`config.mk`:
```
export PLATFORM = sky130hd
export DESIGN_NAME = sata_irq_agg
export DESIGN_NICKNAME = d
export VERILOG_FILES = /design/src/rtl/sata_irq_pkg.sv /design/src/rtl/sata_irq_map.sv /design/src/rtl/sata_irq_sec.sv /design/src/rtl/sata_irq_agg.sv
export SDC_FILE = /design/constraint.sdc
export NUM_CORES = 1
export LEC_CHECK = 0
export ABC_AREA = 0
export BUFFER_PORTS_ARGS = -buffer_cell sky130_fd_sc_hd__buf_4
export CAP_MARGIN = 40
export CORE_AREA = 3 3 105 87
export CTS_CLUSTER_DIAMETER = 40
export DETAILED_ROUTE_END_ITERATION = 8
export DIE_AREA = 0 0 108 90
export MAX_ROUTING_LAYER = met4
export SYNTH_ARGS = -nofsm -noshare
export SYNTH_HDL_FRONTEND = slang
export SYNTH_SLANG_ARGS = --single-unit
export TNS_END_PERCENT = 100
```
`constraint.sdc`:
```
create_clock -name clk -period 1.05 [get_ports clk]
set_input_delay 0.105 -clock clk [delete_from_list [all_inputs] [get_ports clk]]
set_output_delay 0.105 -clock clk [all_outputs]
set_load 0.005 [all_outputs]
```
`src/rtl/sata_irq_pkg.sv`:
```
package sata_irq_pkg;

    localparam int MAX_GROUPS  = 2;
    localparam int GROUP_PORTS = 4;
    localparam int SLICE_W     = 9;
    localparam int BUSERR_BIT  = 18;
    localparam int REG_W       = 32;
    localparam int SRC_BITS    = MAX_GROUPS * SLICE_W;

    typedef enum logic [1:0] {
        RA_MAIN_CAUSE = 2'd0,
        RA_MAIN_MASK  = 2'd1,
        RA_SEC_CAUSE  = 2'd2,
        RA_SEC_MASK   = 2'd3
    } reg_addr_e;

    function automatic logic [REG_W-1:0] implemented_bits(input int groups);
        logic [REG_W-1:0] v;
        v = '0;
        for (int h = 0; h < MAX_GROUPS; h++) begin
            if (h < groups) begin
                for (int b = 0; b < SLICE_W; b++) begin
                    v[h*SLICE_W + b] = 1'b1;
                end
            end
        end
        v[BUSERR_BIT] = 1'b1;
        return v;
    endfunction

endpackage

```
`src/rtl/sata_irq_map.sv`:
```
module sata_irq_map
    import sata_irq_pkg::*;
#(
    parameter int NUM_GROUPS = 2
) (
    input  logic                                clk,
    input  logic                                rst_n,
    input  logic [MAX_GROUPS*GROUP_PORTS-1:0]   port_err_i,
    input  logic [MAX_GROUPS*GROUP_PORTS-1:0]   port_done_i,
    input  logic [MAX_GROUPS-1:0]               coal_done_i,
    output logic [SRC_BITS-1:0]                 src_cause_o
);

    typedef struct packed {
        logic [SRC_BITS-1:0] bits;
    } map_state_t;

    map_state_t st_d, st_q;

    always_comb begin
        st_d = '0;
        for (int h = 0; h < MAX_GROUPS; h++) begin
            for (int p = 0; p < GROUP_PORTS; p++) begin
                st_d.bits[h*SLICE_W + 2*p]     = (h < NUM_GROUPS) && port_err_i[h*GROUP_PORTS + p];
                st_d.bits[h*SLICE_W + 2*p + 1] = (h < NUM_GROUPS) && port_done_i[h*GROUP_PORTS + p];
            end
            st_d.bits[h*SLICE_W + SLICE_W - 1] = (h < NUM_GROUPS) && coal_done_i[h];
        end
    end

    always_ff @(posedge clk or negedge rst_n) begin
        if (!rst_n) st_q <= '0;
        else        st_q <= st_d;
    end

    assign src_cause_o = st_q.bits;

    // port 0 error line lands at bit 0 one clock later
    a_r1_err_capture: assert property (@(posedge clk) disable iff (!rst_n)
        1'b1 |=> (src_cause_o[0] == $past(port_err_i[0])));

    // group 0 coalesced-done lands at bit 8 one clock later
    a_r3_coal_capture: assert property (@(posedge clk) disable iff (!rst_n)
        1'b1 |=> (src_cause_o[8] == $past(coal_done_i[0])));

endmodule

```
`src/rtl/sata_irq_sec.sv`:
```
module sata_irq_sec #(
    parameter int W = 8
) (
    input  logic         clk,
    input  logic         rst_n,
    input  logic [W-1:0] evt_i,
    input  logic         cause_wr_i,
    input  logic         mask_wr_i,
    input  logic [W-1:0] wdata_i,
    output logic [W-1:0] cause_o,
    output logic [W-1:0] mask_o,
    output logic         summary_o
);

    typedef struct packed {
        logic [W-1:0] cause;
        logic [W-1:0] mask;
    } sec_state_t;

    sec_state_t st_d, st_q;

    always_comb begin
        st_d = st_q;
        if (cause_wr_i) st_d.cause = st_q.cause & wdata_i;
        st_d.cause = st_d.cause | evt_i;
        if (mask_wr_i)  st_d.mask = wdata_i;
    end

    always_ff @(posedge clk or negedge rst_n) begin
        if (!rst_n) st_q <= '0;
        else        st_q <= st_d;
    end

    assign cause_o   = st_q.cause;
    assign mask_o    = st_q.mask;
    assign summary_o = |(st_q.cause & st_q.mask);

    // with no write and no event the cause stays put
    a_r5_sticky: assert property (@(posedge clk) disable iff (!rst_n)
        (!cause_wr_i && evt_i == '0) |=> $stable(cause_o));

    // bits written as zero and not re-set are gone after the write
    a_r5_clear: assert property (@(posedge clk) disable iff (!rst_n)
        cause_wr_i |=> ((cause_o & ~$past(wdata_i) & ~$past(evt_i)) == '0));

    // an event always leaves its bit set
    a_r5_set_wins: assert property (@(posedge clk) disable iff (!rst_n)
        1'b1 |=> ((cause_o & $past(evt_i)) == $past(evt_i)));

endmodule

```
`src/rtl/sata_irq_agg.sv`:
```
module sata_irq_agg
    import sata_irq_pkg::*;
#(
    parameter int NUM_GROUPS = 2,
    parameter int BUS_ERR_W  = 8
) (
    input  logic                               clk,
    input  logic                               rst_n,
    input  logic [MAX_GROUPS*GROUP_PORTS-1:0]  port_err_i,
    input  logic [MAX_GROUPS*GROUP_PORTS-1:0]  port_done_i,
    input  logic [MAX_GROUPS-1:0]              coal_done_i,
    input  logic [BUS_ERR_W-1:0]               bus_err_i,
    input  logic [1:0]                         reg_addr_i,
    input  logic                               reg_wr_i,
    input  logic [REG_W-1:0]                   reg_wdata_i,
    output logic [REG_W-1:0]                   reg_rdata_o,
    output logic                               irq_o
);

    localparam logic [REG_W-1:0] VALID = implemented_bits(NUM_GROUPS);

    typedef struct packed {
        logic [REG_W-1:0] mask;
    } top_state_t;

    top_state_t st_d, st_q;

    logic [SRC_BITS-1:0]  src_cause;
    logic [BUS_ERR_W-1:0] sec_cause, sec_mask;
    logic                 sec_summary;
    logic [REG_W-1:0]     main_cause;
    logic                 sec_cause_wr, sec_mask_wr;

    assign sec_cause_wr = reg_wr_i && (reg_addr_i == RA_SEC_CAUSE);
    assign sec_mask_wr  = reg_wr_i && (reg_addr_i == RA_SEC_MASK);

    sata_irq_map #(.NUM_GROUPS(NUM_GROUPS)) u_map (
        .clk         (clk),
        .rst_n       (rst_n),
        .port_err_i  (port_err_i),
        .port_done_i (port_done_i),
        .coal_done_i (coal_done_i),
        .src_cause_o (src_cause)
    );

    sata_irq_sec #(.W(BUS_ERR_W)) u_sec (
        .clk        (clk),
        .rst_n      (rst_n),
        .evt_i      (bus_err_i),
        .cause_wr_i (sec_cause_wr),
        .mask_wr_i  (sec_mask_wr),
        .wdata_i    (reg_wdata_i[BUS_ERR_W-1:0]),
        .cause_o    (sec_cause),
        .mask_o     (sec_mask),
        .summary_o  (sec_summary)
    );

    always_comb begin
        main_cause             = '0;
        main_cause[SRC_BITS-1:0] = src_cause;
        main_cause[BUSERR_BIT] = sec_summary;
        main_cause             = main_cause & VALID;
    end

    always_comb begin
        st_d = st_q;
        if (reg_wr_i && reg_addr_i == RA_MAIN_MASK) st_d.mask = reg_wdata_i & VALID;
    end

    always_ff @(posedge clk or negedge rst_n) begin
        if (!rst_n) st_q <= '0;
        else        st_q <= st_d;
    end

    always_comb begin
        reg_rdata_o = '0;
        case (reg_addr_i)
            RA_MAIN_CAUSE: reg_rdata_o = main_cause;
            RA_MAIN_MASK:  reg_rdata_o = st_q.mask;
            RA_SEC_CAUSE:  reg_rdata_o[BUS_ERR_W-1:0] = sec_cause;
            default:       reg_rdata_o[BUS_ERR_W-1:0] = sec_mask;
        endcase
    end

    assign irq_o = |(main_cause & st_q.mask);

    // no secondary cause means no summary bit
    a_r4_summary_needs_cause: assert property (@(posedge clk) disable iff (!rst_n)
        (sec_cause == '0) |-> !main_cause[BUSERR_BIT]);

    // mask only changes on a write to its address
    a_r6_mask_hold: assert property (@(posedge clk) disable iff (!rst_n)
        !(reg_wr_i && reg_addr_i == RA_MAIN_MASK) |=> $stable(st_q.mask));

    // empty mask keeps the interrupt low
    a_r7_quiet_when_masked: assert property (@(posedge clk) disable iff (!rst_n)
        (st_q.mask == '0) |-> !irq_o);

    // unimplemented bits of main registers read zero
    a_r8_unused_zero: assert property (@(posedge clk) disable iff (!rst_n)
        (reg_addr_i == RA_MAIN_CAUSE || reg_addr_i == RA_MAIN_MASK)
            |-> ((reg_rdata_o & ~VALID) == '0));

endmodule

```
# --- Word level (Yosys, flattened, before mapping) ---
# Index checks and enable logic that the tools add are counted.
op_classes:
  n_eq_ne: 3
  muxes: 3
  bitwise_logic: 4
  n_reduce_logical: 6
ops:
  columns: ["operator", "count"]
  rows:
  - ["OR reduction 32 bit", 1]
  - ["case mux 8 bit (3 select lines)", 1]
  - ["case mux 11 bit (2 select lines)", 1]
  - ["AND 19 bit", 1]
  - ["AND 8 bit", 2]
  - ["two-way mux 8 bit", 1]
  - ["bitwise OR 8 bit", 1]
  - ["OR reduction 8 bit", 1]
  - ["== test 2 bit, second input constant", 2]
  - ["logical AND 1 bit", 3]
  - ["== test 2 x 1 -> 1 bit, second input constant", 1]
  - ["zero test 2 bit", 1]
totals:
  ff_bits: 53
  inputBits: 63
  out_inout_bits: 33
  wordCells: 20

# --- Depth between registers and ports, before layout ---
logic_depth:
  word_depth: 4
  depth_mapped: 5
  depth_no_buf: 3

# --- By module ---
# A second synthesis with hierarchy kept.
unflattened:
  hier_cells: 170
  area_unflattened_um2: 2459.9
by_module_without_submodules:
  columns: ["module", "n_inst", "cells_each", "area_per_inst_um2", "seq_area_each_um2"]
  rows:
  - ["sata_irq_agg", 1, 106, 1331.3, 475.5]
  - ["sata_irq_sec", 1, 46, 678.2, 400.4]
  - ["sata_irq_map", 1, 18, 450.4, 450.4]

# --- Least setup slack after synthesis ---
# Ideal clock, no wire load.
synth_path:
  path_type: "register to output"
  start: "register u_sec.st_q (netlist bit u_sec.mask_o[5])"
  end: "output irq_o"
  arrival_time_ns: 1.096
  required_time_ns: 0.945
  setup_slack_ns: -0.151
  path_stages_with_launch: 4
  path_cell_list: "dfrtp_1 > a22oi_1 > nand4_1 > a2111o_1"
synth_between:
  elab_chain_cells: 4
synth_rtl:
  columns: ["item", "line_no", "rtl"]
  rows:
  - ["from (decl)", "sata_irq_sec.sv:20", "sec_state_t st_d, st_q;"]
  - ["from (signal assigned)", "sata_irq_sec.sv:31", "else st_q <= st_d;"]
  - ["AND 8 bit", "sata_irq_sec.sv:36", "assign summary_o = |(st_q.cause & st_q.mask);"]
  - ["OR reduction 8 bit", "sata_irq_sec.sv:36", null]
  - ["AND 19 bit", "sata_irq_agg.sv:85", "assign irq_o = |(main_cause & st_q.mask);"]
  - ["OR reduction 32 bit", "sata_irq_agg.sv:85", null]
  - ["to (decl)", "sata_irq_agg.sv:17", "output logic irq_o"]
# Every way passes these cells.

# --- Final worst setup path ---
layout_path:
  start: "register st_q[3] (netlist bit)"
  end: "output irq_o"
layout_between:
  elab_chain_cells: 2
layout_rtl:
  columns: ["item", "line_no", "rtl"]
  rows:
  - ["from (decl)", "sata_irq_agg.sv:26", "top_state_t st_d, st_q;"]
  - ["from (signal assigned)", "sata_irq_agg.sv:72", "else st_q <= st_d;"]
  - ["AND 19 bit", "sata_irq_agg.sv:85", null]
  - ["OR reduction 32 bit", "sata_irq_agg.sv:85", null]
# Every way passes these cells.

==> run_results.csv <==
group,metric,value,unit
status,outcome,"finished with violations",
status,violations,"negative setup slack",
detailed_routing,first_pass_iters,4,
cts,cts.clk_slew.worst_paths,0.11,ns
synth,synth.distinct_cells,25,
synth,syn_avg_cell_area,14.4,um2
floorplanning,core-area,0.00802,mm2
sta,setup_tns,-7.07,ns
sta,finalSetupViolCount,20,
synth,yosysWarnings,0,
power_and_ir_drop,swShare,0.264,
place,place_congestion,0.727,
final_layout,drive_above_1_share,0.543,
detailed_routing,vias,1843,
global_route,grt_first_pass_wirelength,10100,um
power_and_ir_drop,power,5220,uW
cts,cts-root-buf,"clkbuf_8",
global_route,grt_pass1_vias,2005,
final_layout,fill_cells,751,
power_and_ir_drop,p_per_area,1340,mW/mm2
final_layout,nNetsFinal,379,
global_route,grt_max_degree,54,
power_and_ir_drop,p_seq_frac,0.473,
sta,fmax,589,MHz
setup_path,worst-endpoint-required,0.94,ns
global_route,antenna_found_initial,0,
floorplanning,fp.dieW,108,um
detailed_routing,vias_per_cell,4.34,
floorplanning,io_pins,96,
sta,maxSlewViolCount,0,
cts,clock-sinks,53,
floorplanning,die_h,90,um
place,place_hpwl,4530,um
detailed_routing,route.detailed.drc,0,
power_and_ir_drop,ir_worst_vdd,0.577,mV
power_and_ir_drop,p_int,3840,uW
global_route,track_usage,0.136,
setup_path,rrSetupSlack,0.03,ns
final_layout,syn_to_final_growth,60.0,%
cts,cts_tree,"done",
sta,skew,0,ns
floorplanning,fp-row-count,29,
job,drv_cap,0,
global_route,grt_overflow,0,
place,port_buffers,69,
cts,cts_made_buffers,5,
detailed_routing,wire_per_inst,14.7,um
sta,finalCritPeriodShare,1.62,
synth,netlist_area,0.00243,mm2
setup_path,critPathCaptureType,"output pin",
place,dp_slack,-0.383,ns
hold_path,hp-class,"input port to register",
sta,setup_slack,-0.649,ns
floorplanning,initial_core_util,0.303,
power_and_ir_drop,p_leak,0.00181,uW
synth,synthCells,169,
power_and_ir_drop,pwr-share-comb,0.303,
synth,ys_ff_latch,53,
detailed_routing,drt.antenna.violating_nets,0,
setup_path,critPathArrivalTime,1.59,ns
sta,hold_viol_final,0,
sta,rsz0062_at_grt,"true",
cts,cts.htree.levels,2,
detailed_routing,drt_iter0_markers,89,
cts,clock_path_buffers,2,
power_and_ir_drop,power.switching,1380,uW
synth,yosysSeqAreaShare,0.546,
setup_path,path_max_fanout,2,
final_layout,final_util,0.485,
detailed_routing,routed_wl,6240,um
setup_path,criticalPathCategory,"register to output pin",
final_layout,insertedDiodeCount,0,
floorplanning,die-area,0.00972,mm2
sta,timing.final.crit_period,1.70,ns
cts,clk_latency,0.31,ns
setup_path,crit_path_start_kind,"register",
power_and_ir_drop,power_frac_clock,0.224,
placed cells by master (no fill, tap or decap), drive strengths merged, types with 10 or more instances in the layout:
cell type    synthesis  routed
a22oi               13      13
buf                 19     121
conb                 1      13
dfrtp               53      53
dlygate4sd3          0      27
mux2                27      27
mux2i               10      10
nor2                10      10
sequential cells by signal (all words and copies together), names as in the netlist:
| register | flops |
|---|---|
| st_q | 19 |
| u_map.src_cause_o | 18 |
| u_sec.cause_o | 8 |
| u_sec.mask_o | 8 |
timing repair:
item	CTS	global route
setup endpoints to repair	20	20
hold buffers	26	1
endpoints found under the hold margin	78	1
resized for setup	35	4
gates cloned	0	0
pin swaps	7	7
buffers inserted	1	10
metrics by stage:
stage,cells,hold slack (ns),area (um2)
floorplan,181,-0.191,2490
global placement,384,0.110,3360
detailed placement,384,0.105,3360
CTS,418,0.000727,3830
global route,425,0.00407,3890
finish,425,0.0170,3890
metal layers:
layer | up-vias | track usage | share of wire
met4 | 0 | 0.0221 | 0.0045
li1 | 881 | - | -
met3 | 5 | 0.0358 | 0.059
met2 | 56 | 0.213 | 0.48
met1 | 901 | 0.181 | 0.46
met5 | - | - | 0
power groups by stage:
stage	Sequential, uW	Combinational [uW]	Clock (uW)
6_report	2470	1580	1170
3_5_place_dp	2470	1330	0
4_1_cts	2460	1540	1230
3_3_place_gp	2460	1310	0
2_1_floorplan	2460	596	0
5_1_grt	2500	1720	1290
cell type report:
cell class	instances	area, um2	area share
multi-input cells	108	1010	0.259
well taps	108	135	0.0348
flip-flops and latches	53	1330	0.341
clock buffers	5	68.8	0.0177
clock inverters	3	21.3	0.00547
repair buffers	148	1330	0.342
critical path: stages, from the launching register on:
cell and delay, ns:
dfrtp_1 0.42, a22oi_2 0.19, nand4_1 0.15, a2111o_1 0.38, buf_4 0.14
worst paths after layout:
kind,from,endpoint,cells past startpoint
max in group asynchronous,rst_n,st_q[8]$_DFFE_PN0P_,3
worst min register to register,st_q[0]$_DFFE_PN0P_,st_q[0]$_DFFE_PN0P_,1
min in group asynchronous,rst_n,st_q[14]$_DFFE_PN0P_,3
worst min-delay path,reg_wdata_i[13],st_q[13]$_DFFE_PN0P_,2
worst max-delay path,st_q[3]$_DFFE_PN0P_,irq_o,4
worst max register to register,u_sec.mask_o[1]$_DFFE_PN0P_,u_sec.mask_o[1]$_DFFE_PN0P_,3
cell families after synthesis:
kind of cell           synth area share
and+or+nand+nor                  0.0567
muxes                             0.259
buffers and inverters            0.0690
DFF                               0.546
AOI/OAI and AO/OA                0.0675
other                           0.00154
synth_stat cells:
library cell | instances | area (um2)
mux4_1 | 2 | 52.6
mux2_4 | 10 | 150
mux2_2 | 17 | 191
buf_8 | 1 | 15.0
a21oi_1 | 1 | 5.00
nand3b_1 | 2 | 15.0
a2111o_1 | 1 | 11.3
nand3_2 | 1 | 10.0
buf_6 | 1 | 11.3
a41o_1 | 1 | 10.0
nand4_1 | 2 | 12.5
mux4_2 | 6 | 135
mux2i_1 | 10 | 100
nor2_1 | 10 | 37.5
conb_1 | 1 | 3.75
o21ai_0 | 8 | 40.0
clkbuf_1 | 1 | 3.75
nand2_1 | 2 | 7.51
a22oi_1 | 13 | 97.6
buf_4 | 15 | 113
nand3_1 | 1 | 5.00
dfrtp_1 | 53 | 1330
nand2b_1 | 8 | 50.1
buf_2 | 1 | 5.00
buf_12 | 1 | 20.0
No activity file was read; power rests on OpenSTA's default activity.
